==> src/rtl/slp_pkg.sv <==
package slp_pkg;

  localparam int MODE_W  = 3;
  localparam int NUM_DOM = 5;

  // domain bit positions inside the enable vector
  localparam int DOM_OSC = 0;
  localparam int DOM_TMR = 1;
  localparam int DOM_ADC = 2;
  localparam int DOM_IO  = 3;
  localparam int DOM_CPU = 4;

  typedef enum logic [MODE_W-1:0] {
    SM_IDLE  = 3'b000,
    SM_ADCNR = 3'b001,
    SM_PDOWN = 3'b010,
    SM_PSAVE = 3'b011,
    SM_STBY  = 3'b110,
    SM_XSTBY = 3'b111
  } sleep_mode_e;

  typedef logic [NUM_DOM-1:0] dom_vec_t;

endpackage

==> src/rtl/slp_rst_sync.sv <==
module slp_rst_sync #(
  parameter int STAGES = 2
) (
  input  logic clk,
  input  logic rst_n,
  output logic rst_sync_n
);

  logic [STAGES-1:0] sh_q;

  always_ff @(posedge clk or negedge rst_n) begin
    if (!rst_n) sh_q <= '0;
    else        sh_q <= {sh_q[STAGES-2:0], 1'b1};
  end

  assign rst_sync_n = sh_q[STAGES-1];

endmodule

==> src/rtl/slp_mode_decode.sv <==
module slp_mode_decode
  import slp_pkg::*;
(
  input  logic [MODE_W-1:0] code,
  output sleep_mode_e       mode
);

  always_comb begin
    case (code)
      3'b001:  mode = SM_ADCNR;
      3'b010:  mode = SM_PDOWN;
      3'b011:  mode = SM_PSAVE;
      3'b110:  mode = SM_STBY;
      3'b111:  mode = SM_XSTBY;
      default: mode = SM_IDLE;  // 000 and the unused 100, 101
    endcase
  end

endmodule

==> src/rtl/slp_wake_logic.sv <==
module slp_wake_logic
  import slp_pkg::*;
(
  input  sleep_mode_e mode,
  input  logic        irq_pending,
  input  logic        timer_irq,
  output logic        wake
);

  logic timer_alive;

  // the timer interrupt only counts where the timer keeps its clock
  always_comb begin
    case (mode)
      SM_PDOWN, SM_STBY: timer_alive = 1'b0;
      default:           timer_alive = 1'b1;
    endcase
  end

  assign wake = irq_pending | (timer_irq & timer_alive);

endmodule

==> src/rtl/slp_domain_map.sv <==
module slp_domain_map
  import slp_pkg::*;
(
  input  sleep_mode_e mode,
  input  logic        asleep,
  output dom_vec_t    en
);

  dom_vec_t keep;

  always_comb begin
    keep = '0;
    case (mode)
      SM_IDLE: begin
        keep[DOM_IO]  = 1'b1;
        keep[DOM_ADC] = 1'b1;
        keep[DOM_TMR] = 1'b1;
        keep[DOM_OSC] = 1'b1;
      end
      SM_ADCNR: begin
        keep[DOM_ADC] = 1'b1;
        keep[DOM_TMR] = 1'b1;
        keep[DOM_OSC] = 1'b1;
      end
      SM_PSAVE: keep[DOM_TMR] = 1'b1;
      SM_STBY:  keep[DOM_OSC] = 1'b1;
      SM_XSTBY: begin
        keep[DOM_TMR] = 1'b1;
        keep[DOM_OSC] = 1'b1;
      end
      default:  keep = '0;  // deepest mode stops everything
    endcase
  end

  for (genvar i = 0; i < NUM_DOM; i++) begin : g_dom
    assign en[i] = ~asleep | keep[i];
  end

endmodule

==> src/rtl/slp_clk_ctrl.sv <==
module slp_clk_ctrl
  import slp_pkg::*;
(
  input  logic              clk,
  input  logic              rst_n,
  input  logic [MODE_W-1:0] mode_sel,
  input  logic              sleep_en,
  input  logic              sleep_strobe,
  input  logic              irq_pending,
  input  logic              timer_irq,
  output logic              cpu_clk_en,
  output logic              io_clk_en,
  output logic              adc_clk_en,
  output logic              tmr_clk_en,
  output logic              osc_en,
  output logic              sleeping
);

  logic        rst_sync_n;
  sleep_mode_e req_mode;
  sleep_mode_e mode_q, mode_d;
  logic        sleeping_q, sleeping_d;
  dom_vec_t    en_q, en_d;
  logic        wake;
  logic        en_upd;

  slp_rst_sync #(.STAGES(2)) u_rst (
    .clk        (clk),
    .rst_n      (rst_n),
    .rst_sync_n (rst_sync_n)
  );

  slp_mode_decode u_dec (
    .code (mode_sel),
    .mode (req_mode)
  );

  slp_wake_logic u_wake (
    .mode        (mode_q),
    .irq_pending (irq_pending),
    .timer_irq   (timer_irq),
    .wake        (wake)
  );

  slp_domain_map u_map (
    .mode   (mode_d),
    .asleep (sleeping_d),
    .en     (en_d)
  );

  // next state
  always_comb begin
    sleeping_d = sleeping_q;
    mode_d     = mode_q;
    if (!sleeping_q) begin
      if (sleep_strobe && sleep_en) begin
        sleeping_d = 1'b1;
        mode_d     = req_mode;
      end
    end else if (wake) begin
      sleeping_d = 1'b0;
    end
  end

  assign en_upd = sleeping_d ^ sleeping_q;

  // registers
  always_ff @(posedge clk or negedge rst_sync_n) begin
    if (!rst_sync_n) begin
      sleeping_q <= 1'b0;
      mode_q     <= SM_IDLE;
      en_q       <= '1;
    end else begin
      sleeping_q <= sleeping_d;
      if (en_upd) begin
        mode_q <= mode_d;
        en_q   <= en_d;
      end
    end
  end

  assign cpu_clk_en = en_q[DOM_CPU];
  assign io_clk_en  = en_q[DOM_IO];
  assign adc_clk_en = en_q[DOM_ADC];
  assign tmr_clk_en = en_q[DOM_TMR];
  assign osc_en     = en_q[DOM_OSC];
  assign sleeping   = sleeping_q;

  // ---------------- assertions ----------------
  p_enter_r2: assert property (@(posedge clk) disable iff (!rst_sync_n)
    (!sleeping_q && sleep_strobe && sleep_en) |=> sleeping_q);

  p_disarmed_r3: assert property (@(posedge clk) disable iff (!rst_sync_n)
    (!sleeping_q && !(sleep_strobe && sleep_en)) |=> !sleeping_q);

  p_irq_wakes_r6: assert property (@(posedge clk) disable iff (!rst_sync_n)
    (sleeping_q && irq_pending) |=> !sleeping_q);

  p_timer_ignored_r7: assert property (@(posedge clk) disable iff (!rst_sync_n)
    (sleeping_q && !irq_pending && (mode_q == SM_PDOWN || mode_q == SM_STBY))
      |=> (sleeping_q && $stable(en_q)));

  p_awake_all_on_r8: assert property (@(posedge clk) disable iff (!rst_sync_n)
    !sleeping_q |-> (en_q == '1));

  p_hold_r9: assert property (@(posedge clk) disable iff (!rst_sync_n)
    (sleeping_q && !wake) |=> (sleeping_q && $stable(en_q) && $stable(mode_q)));

  p_cpu_off_r10: assert property (@(posedge clk) disable iff (!rst_sync_n)
    sleeping_q |-> !en_q[DOM_CPU]);

endmodule

==> config.mk <==
export PLATFORM = sky130hd
export DESIGN_NAME = slp_clk_ctrl
export DESIGN_NICKNAME = d
export VERILOG_FILES = /design/src/rtl/slp_pkg.sv /design/src/rtl/slp_rst_sync.sv /design/src/rtl/slp_mode_decode.sv /design/src/rtl/slp_wake_logic.sv /design/src/rtl/slp_domain_map.sv /design/src/rtl/slp_clk_ctrl.sv
export SDC_FILE = /design/constraint.sdc
export NUM_CORES = 1
export LEC_CHECK = 0
export ABC_CLOCK_PERIOD_IN_PS = 910
export CORE_MARGIN = 1
export CORE_UTILIZATION = 29
export CTS_CLUSTER_SIZE = 14
export DETAILED_ROUTE_END_ITERATION = 8
export PLACE_DENSITY = 0.55
export SYNTH_ARGS = -nofsm -noshare
export SYNTH_HDL_FRONTEND = slang
export SYNTH_HIERARCHICAL = 1
export SYNTH_SLANG_ARGS = --single-unit
==> constraint.sdc <==
create_clock -name clk -period 0.91 [get_ports clk]
set_clock_uncertainty 0.2 [all_clocks]
set_input_delay 0.091 -clock clk [delete_from_list [all_inputs] [get_ports clk]]
set_output_delay 0.091 -clock clk [all_outputs]
set_load 0.03 [all_outputs]
; Word level (Yosys, flattened, before mapping)
; Cells that the tools add are included.
[op_classes]
n_eq_ne = 11
n_mux = 11
bitwise = 8
n_reduce_logical = 6
[ops]
columns = cell, n
row1 = "3-bit == test, second input constant", 5
row2 = 3-bit case mux with 5 select lines, 1
row3 = "3-bit by 2-bit == test with 1-bit output, second input constant", 4
row4 = 1-bit two-way mux, 8
row5 = 4-bit OR reduction, 2
row6 = "3-bit by 1-bit == test with 1-bit output, second input constant", 2
row7 = 3-bit two-way mux, 2
row8 = 1-bit bitwise OR, 5
row9 = 2-bit OR reduction, 2
row10 = 3-bit logical NOT, 1
row11 = 1-bit AND, 1
row12 = 1-bit logical AND, 1
row13 = 1-bit inverter, 1
row14 = 1-bit bitwise XOR, 1
[word_totals]
ff_bits = 11
output_inout_bits = 6
elab_cells = 40

; Depth between registers and ports, before layout
; Gate-level depths: netlist (run 1).
[logic_depth]
word_depth = 9
mapped_depth = 6

; Modules after synthesis
; The synthesis (run 1) kept the hierarchy.
[modules_own_cells]
columns = mod, instances, cells_per_inst, area_per_inst_um2
row1 = slp_clk_ctrl, 1, 25, 417.9
row2 = slp_rst_sync, 1, 3, 53.8
row3 = slp_domain_map, 1, 6, 40.0
row4 = slp_mode_decode, 1, 4, 22.5
row5 = slp_wake_logic, 1, 2, 13.8

; Worst setup path after synthesis (run 1)
; Ideal clock, no wire load.
[synth_path]
path_kind = register -> register
start = register sleeping_q, in the netlist sleeping
end = register en_q[0]
setup_time_ns = 0.082
arrival_time_ns = 1.616
slack_ns = -0.989
stages_incl_launch_ff = 6
synth_period_minus_slack_ns = 1.899
path_cell_list = dfrtp_1 -> nand3b_4 -> mux2_2 -> xor2_1 -> nand2_1 -> mux2_4
[synth_between]
elab_chain_cells = 5
word_cells_on_any_way = 11
cone_classes = eq/ne (3) / mux (3) / bitwise (3) / reduce/logical (2)
[synth_lines]
columns = element, line
row1 = start: declaration, slp_clk_ctrl.sv:22  ; logic sleeping_q, sleeping_d;
row2 = start signal: assignment, slp_clk_ctrl.sv:74  ; sleeping_q <= sleeping_d;
row3 = 3-bit two-way mux (*), slp_clk_ctrl.sv:55  ; if (!sleeping_q) begin
row4 = net mode_d[2], slp_clk_ctrl.sv:21  ; sleep_mode_e mode_q, mode_d;
row5 = 3-bit by 1-bit == test with 1-bit output (tied with other cells), slp_domain_map.sv:13  ; case (mode)
row6 = 4-bit OR reduction (no line) (*), -
row7 = 1-bit two-way mux (*), slp_domain_map.sv:13
row8 = 1-bit bitwise OR (*), slp_domain_map.sv:36  ; assign en[i] = ~asleep | keep[i];
row9 = net en_d[0], slp_clk_ctrl.sv:23  ; dom_vec_t en_q, en_d;
row10 = end signal: assignment, slp_clk_ctrl.sv:77  ; en_q <= en_d;
row11 = end: declaration, slp_clk_ctrl.sv:23
; The timed path passes the listed nets; every way through them passes the cells marked *.
; A chain may end at the register's enable or synchronous reset.

; Final worst setup path (run 1)
; Same ends and word-level chain as after synthesis.

==> key figures, run 1 <==
Synthesis
  • Post-synth net total: 49
  • Most used DFF post-synth: dfrtp_1
  • Flip-flop and latch count after synthesis: 11
  • Share of synthesized registers carrying an async set or reset: 100%
  • Syn Std Cell Area: 548 sq um
  • Number of distinct library cells after synthesis: 18
  • Number of enable-type register cells in the synthesized netlist: 0
  • Part of the Yosys area used for sequential elements: 51.4%
  • Synthesized netlist cell count: 40
  • Number of synthesis warnings: 6
  • Syn_area_per_cell: 13.7 sq um

Floorplan
  • Starting density of the core: 31.4%
  • Boundary pin count: 15
  • Die Ht: 45.5 um
  • Area of the placeable core: 1750 sq um
  • Number of core rows: 15
  • DIE WIDTH: 45.5 um
  • Die Area: 2070 sq um

Drt
  • WL per Instance: 10.2 um
  • Drt total wl: 955 um
  • Antenna viol nets, final: 0
  • Detail-routed via count per cell: 4.15
  • DRC violation count after routing: 0
  • Number of DRC violations after detailed-routing iteration 0: 0
  • Vias: 390
  • Number of search-and-repair iterations in the first detailed-routing pass: 1

Clock tree
  • Clock slew seen by the registers of the worst setup and hold paths: 80 ps
  • Sink Count: 11
  • Skew-Pair Late Insertion Delay: 270 ps
  • Clock root buffer: clkbuf_4
  • Cts bufs inserted: 3
  • Total of hold buffers inserted after clock tree synthesis: 1
  • CTS Buffer Depth: 2
  • H-tree levels: 1
  • CTS tree: built

Global routing
  • Number of antenna violations at the first check in global routing: 0
  • Combined global-route utilization of all metal layers: 11.4%
  • Wire length of the first global-routing pass: 1610 um
  • Largest net degree at the start of global routing: 10
  • Vias in the first global route: 375
  • Global route overflow: 0

Layout
  • Share of post-route cells with drive strength above 1: 63.8%
  • Relative area change from synthesis to final layout: 57.3%
  • Diode count: 0
  • Most common library cell in the layout ignoring fill and taps: buf_4
  • Fin util: 49.4%
  • Leading cell types in the layout, fill and taps excluded: buf_4 (10), clkdlybuf4s50_1 (8), buf_6 (7)
  • Final standard cell area without fillers: 862 sq um
  • Number of nets in the finished design: 79
  • Finished Layout Cells: 94

Place
  • Cell area after placement: 766 sq um
  • HPWL reported at the end of detailed placement: 704 um
  • Number of instances in the placed design: 86
  • Routability cong.: 0.628
  • Quantity of I/O buffers inserted on ports: 14
  • Minimum setup slack after placement: -929 ps

Worst setup path
  • Critical Path Fanout Max: 6
  • Startpoint type of the worst setup path: flop
  • Required arrival time at the worst endpoint: 920 ps
  • Kind of capture point of the worst setup path: flop
  • Crit path kind: flop to flop
  • Arrival time at the worst endpoint: 1670 ps

Power
  • Post-route total power: 1.67 mW
  • Power Dens Cells: 1930 nW/um^2
  • Cell leakage power: 0.406 nW
  • Maximum vdd drop: 0.00119 V

STA
  • Tightest hold margin: -69.2 ps
  • Tcrit/Tclk final: 183%
  • Post-route worst setup slack: -758 ps
  • Hold Vio Cnt, Final: 4
  • Final total negative setup slack: -7320 ps
  • Endpoints failing setup: 15
  • Pins Over Slew Limit: 0
  • Unrepaired setup endpoints after global routing: true
  • Maximum clock rate: 599 MHz
  • Crit path time final: 1670 ps

Status
  • Result of the run: complete, but fails checks
  • Violated checks: negative hold slack, negative setup slack

Hold path
  • Worst min-delay path class: flop to async pin

Job
  • Max capacitance violation total: 0
## cell families after synthesis
kind of cell / synth area share, %
muxes: 26.0
DFF: 51.4
AOI/OAI and AO/OA: 7.99
and+or+nand+nor: 9.59
buffers and inverters: 2.74
xor gates and xnor gates: 1.60
other: 0.684
## synthesized netlist by cell type (2+ instances only)
cell type	instances	area (sq um)
mux2_2	6	67.6
nand2_1	2	7.51
inv_1	3	11.3
dfrtp_1	6	150
a21o_1	2	15.0
mux2_4	5	75.1
dfstp_2	5	131
## final timing paths
| kind | startpoint | to | slack [ps] | depth (start not counted) |
|---|---|---|---|---|
| worst max-delay path | sleeping | en_q[0] | -760 | 5 |
| worst min-delay path | u_rst/sh_q[1] | mode_q[0] | -70 | 0 |
| worst max register to register | sleeping | en_q[0] | -760 | 5 |
| worst min register to register | u_rst/sh_q[1] | mode_q[0] | -70 | 0 |
| max in group asynchronous | rst_n | u_rst/sh_q[1] | 60 | 2 |
| min in group clk | u_rst/sh_q[0] | u_rst/sh_q[1] | 160 | 0 |
## per-layer routing
| metal | share of wire (%) | global-route usage, % |
|---|---|---|
| met1 | 46 | 14.7 |
| met2 | 47 | 16.3 |
| met3 | 6.6 | 7.14 |
| met4 | 0 | 1.82 |
| met5 | 0 | 0 |
## sequential cells by signal (all words and copies together) (netlist names)
register    count
en_q            5
mode_q          3
sleeping        1
u_rst/sh_q      2
## layout make-up
class,count,area (sq um)
sequential,11,283
inverter,3,11.3
fill,164,883
tap,25,31.3
timing repair buffer,26,244
multi-input combinational,25,267
clock buffer,4,26.3
## where the power goes
part	switching [mW]	internal, mW	leakage, nW
logic	0.274	0.381	0.266
registers	0.0665	0.616	0.125
clock network	0.161	0.169	0.0150
## repair_timing
| action | in CTS | in global routing |
|---|---|---|
| buffers inserted | 2 | 1 |
| hold endpoints to repair | 6 | 4 |
| gates resized for setup | 9 | 1 |
| endpoints found under the setup margin | 15 | 15 |
| pin swaps | 3 | 1 |
## worst max-delay path: stages, from the launching register on
cell and delay (ps):
dfrtp_2 410, nand3b_4 200, mux2_4 340, xor2_1 150
nand2_1 60, mux2_4 250
No activity file was read; power rests on OpenSTA's default activity.
==> inputs of run 2 (changes only) <==
Settings changed: REMOVE_ABC_BUFFERS from default to 1.
==> key figures, run 2 (synthesis results as in run 1) <==
Status
  • Result of the run: complete, but fails checks (unchanged)
  • Violated checks: negative hold slack, negative setup slack (unchanged)

Floorplan
  • Boundary pin count: 15 (unchanged)
  • DIE WIDTH: 45.5 um (unchanged)
  • Starting density of the core: 31.4% (unchanged)
  • Die Ht: 45.5 um (unchanged)
  • Die Area: 2070 sq um (unchanged)
  • Number of core rows: 15 (unchanged)
  • Area of the placeable core: 1750 sq um (unchanged)

Power
  • Maximum vdd drop: 0.00113 V (was 0.00119 V)
  • Power Dens Cells: 1930 nW/um^2 (about the same)
  • Post-route total power: 1.76 mW (was 1.67 mW)
  • Cell leakage power: 0.432 nW (was 0.406 nW)

Layout
  • Relative area change from synthesis to final layout: 66.0% (was 57.3%)
  • Fin util: 52.1% (was 49.4%)
  • Number of flip-flops under the largest register name: 5 (unchanged)
  • Final standard cell area without fillers: 910 sq um (was 862 sq um)
  • Finished Layout Cells: 100 (was 94)
  • Multi-input gate area: 263 sq um (was 267 sq um)
  • Fill cell instance count of the final layout: 171 (was 164)
  • Top Registers: en_q x5, mode_q x3, u_rst/sh_q x2 (unchanged)
  • Total area of sequential cells: 282 sq um (was 283 sq um)
  • Register with the highest flop count: en_q (unchanged)
  • Share of post-route cells with drive strength above 1: 65.3% (was 63.8%)
  • Number of nets in the finished design: 85 (was 79)
  • Most common library cell in the layout ignoring fill and taps: buf_4 (unchanged)
  • Leading cell types in the layout, fill and taps excluded: buf_4 (14), buf_6 (9), clkdlybuf4s50_1 (8) (was buf_4 (10), clkdlybuf4s50_1 (8), buf_6 (7))
  • Diode count: 0 (unchanged)

Global routing
  • Vias in the first global route: 440 (was 375)
  • Number of antenna violations at the first check in global routing: 0 (unchanged)
  • Global route overflow: 0 (unchanged)
  • Wire length of the first global-routing pass: 1820 um (was 1610 um)
  • Combined global-route utilization of all metal layers: 12.7% (was 11.4%)
  • Largest net degree at the start of global routing: 10 (unchanged)

Worst setup path
  • Startpoint type of the worst setup path: flop (unchanged)
  • Most Frequent Cell on Critical Path: mux2_4 (unchanged)
  • Series of cell instances along the critical path: nand3b_4, mux2_4, xor2_2, nand2_1, mux2_4 (was nand3b_4, mux2_4, xor2_1, nand2_1, mux2_4)
  • Arrival time at the worst endpoint: 1710 ps (was 1670 ps)
  • Crit path kind: flop to flop (unchanged)
  • Library cell contributing the largest single delay on the critical path: dfrtp_1 (was dfrtp_2)
  • Stage delay of the slowest cell on the critical path: 390 ps (was 410 ps)
  • Required arrival time at the worst endpoint: 900 ps (was 920 ps)
  • Cell class contributing the biggest share of worst-path delay: multiplexers (unchanged)
  • Critical Path Fanout Max: 7 (was 6)
  • Critical path buffers and inverters: 0 (unchanged)
  • Kind of capture point of the worst setup path: flop (unchanged)

Drt
  • DRC violation count after routing: 0 (unchanged)
  • Number of search-and-repair iterations in the first detailed-routing pass: 1 (unchanged)
  • Antenna viol nets, final: 0 (unchanged)
  • Number of DRC violations after detailed-routing iteration 0: 0 (unchanged)
  • Detail-routed via count per cell: 4.22 (was 4.15)
  • Vias: 422 (was 390)
  • Drt total wl: 1150 um (was 955 um)
  • WL per Instance: 11.5 um (was 10.2 um)

Clock tree
  • Cts bufs inserted: 3 (unchanged)
  • Sink Count: 11 (unchanged)
  • CTS tree: built (unchanged)
  • Clock root buffer: clkbuf_4 (unchanged)
  • H-tree levels: 1 (unchanged)
  • Total of hold buffers inserted after clock tree synthesis: 1 (unchanged)
  • Skew-Pair Late Insertion Delay: 270 ps (about the same)
  • CTS Buffer Depth: 2 (unchanged)
  • Clock slew seen by the registers of the worst setup and hold paths: 70 ps (was 80 ps)

Place
  • Number of instances in the placed design: 88 (was 86)
  • Cell area after placement: 776 sq um (was 766 sq um)
  • Routability cong.: 0.633 (was 0.628)
  • Quantity of I/O buffers inserted on ports: 14 (unchanged)
  • HPWL reported at the end of detailed placement: 772 um (was 704 um)
  • Minimum setup slack after placement: -932 ps (was -929 ps)

STA
  • Hold Vio Cnt, Final: 4 (unchanged)
  • Pins Over Slew Limit: 0 (unchanged)
  • Endpoints failing setup: 15 (unchanged)
  • Crit path time final: 1720 ps (was 1670 ps)
  • Maximum clock rate: 583 MHz (was 599 MHz)
  • Post-route worst setup slack: -806 ps (was -758 ps)
  • Final total negative setup slack: -7530 ps (was -7320 ps)
  • Tcrit/Tclk final: 189% (was 183%)
  • Tightest hold margin: -55.0 ps (was -69.2 ps)
  • Unrepaired setup endpoints after global routing: true (unchanged)

Job
  • Max capacitance violation total: 0 (unchanged)

Hold path
  • Worst min-delay path class: flop to async pin (unchanged)
-- run 2: repair_timing --
item,4_1_cts,5_1_grt
hold endpoints to repair,6,4
resized for setup,12,3
endpoints found under the setup margin,15,15
setup buffers,6,2
pin swaps,2,3
-- run 2: layout make-up --
class	count	share of cell area [%]
clock buffers	4	2.89
inverters	3	1.24
multi-input cells	25	28.9
flip-flops and latches	11	30.9
well taps	25	3.44
repair buffers	32	32.6
-- run 2: path summary, 6_finish.rpt --
kind                                      end           from  cells past startpoint  slack (ps)
min in group clk                u_rst/sh_q[1]  u_rst/sh_q[0]                      0         150
max in group asynchronous       u_rst/sh_q[1]          rst_n                      2          70
worst max register to register        en_q[0]       sleeping                      5        -810
worst min register to register      mode_q[0]  u_rst/sh_q[1]                      0         -50
worst max-delay path                  en_q[0]       sleeping                      5        -810
worst min-delay path                mode_q[0]  u_rst/sh_q[1]                      0         -50
-- run 2: layer usage --
metal / global-route usage (%) / vias up / part of all wire, % / wire length (um)
li1: - / 202 / - / -
met1: 14.9 / 207 / 46 / 524
met2: 20.6 / 13 / 48 / 552
met3: 5.95 / 0 / 6.3 / 72
met4: 3.64 / 0 / 0 / 0
met5: 0 / - / 0 / 0
-- run 2: power breakdown --
group          internal (mW)  switching (mW)  total (mW)
clock network          0.170           0.167       0.337
logic                  0.438           0.307       0.745
registers              0.615          0.0605       0.675
-- run 2: worst register-to-register path, delay by kind of cell, from the launching register on --
family	cells	cell delay (ps)
flip-flops	1	390
XOR/XNOR	1	150
multiplexers	2	630
AND/OR/NAND/NOR	2	270
==> inputs of run 3 (changes only) <==
Settings changed: CORE_MARGIN 1 to default.
==> results of run 3 <==
Same layout as run 2: the final DEF is identical, and so are final timing and power.
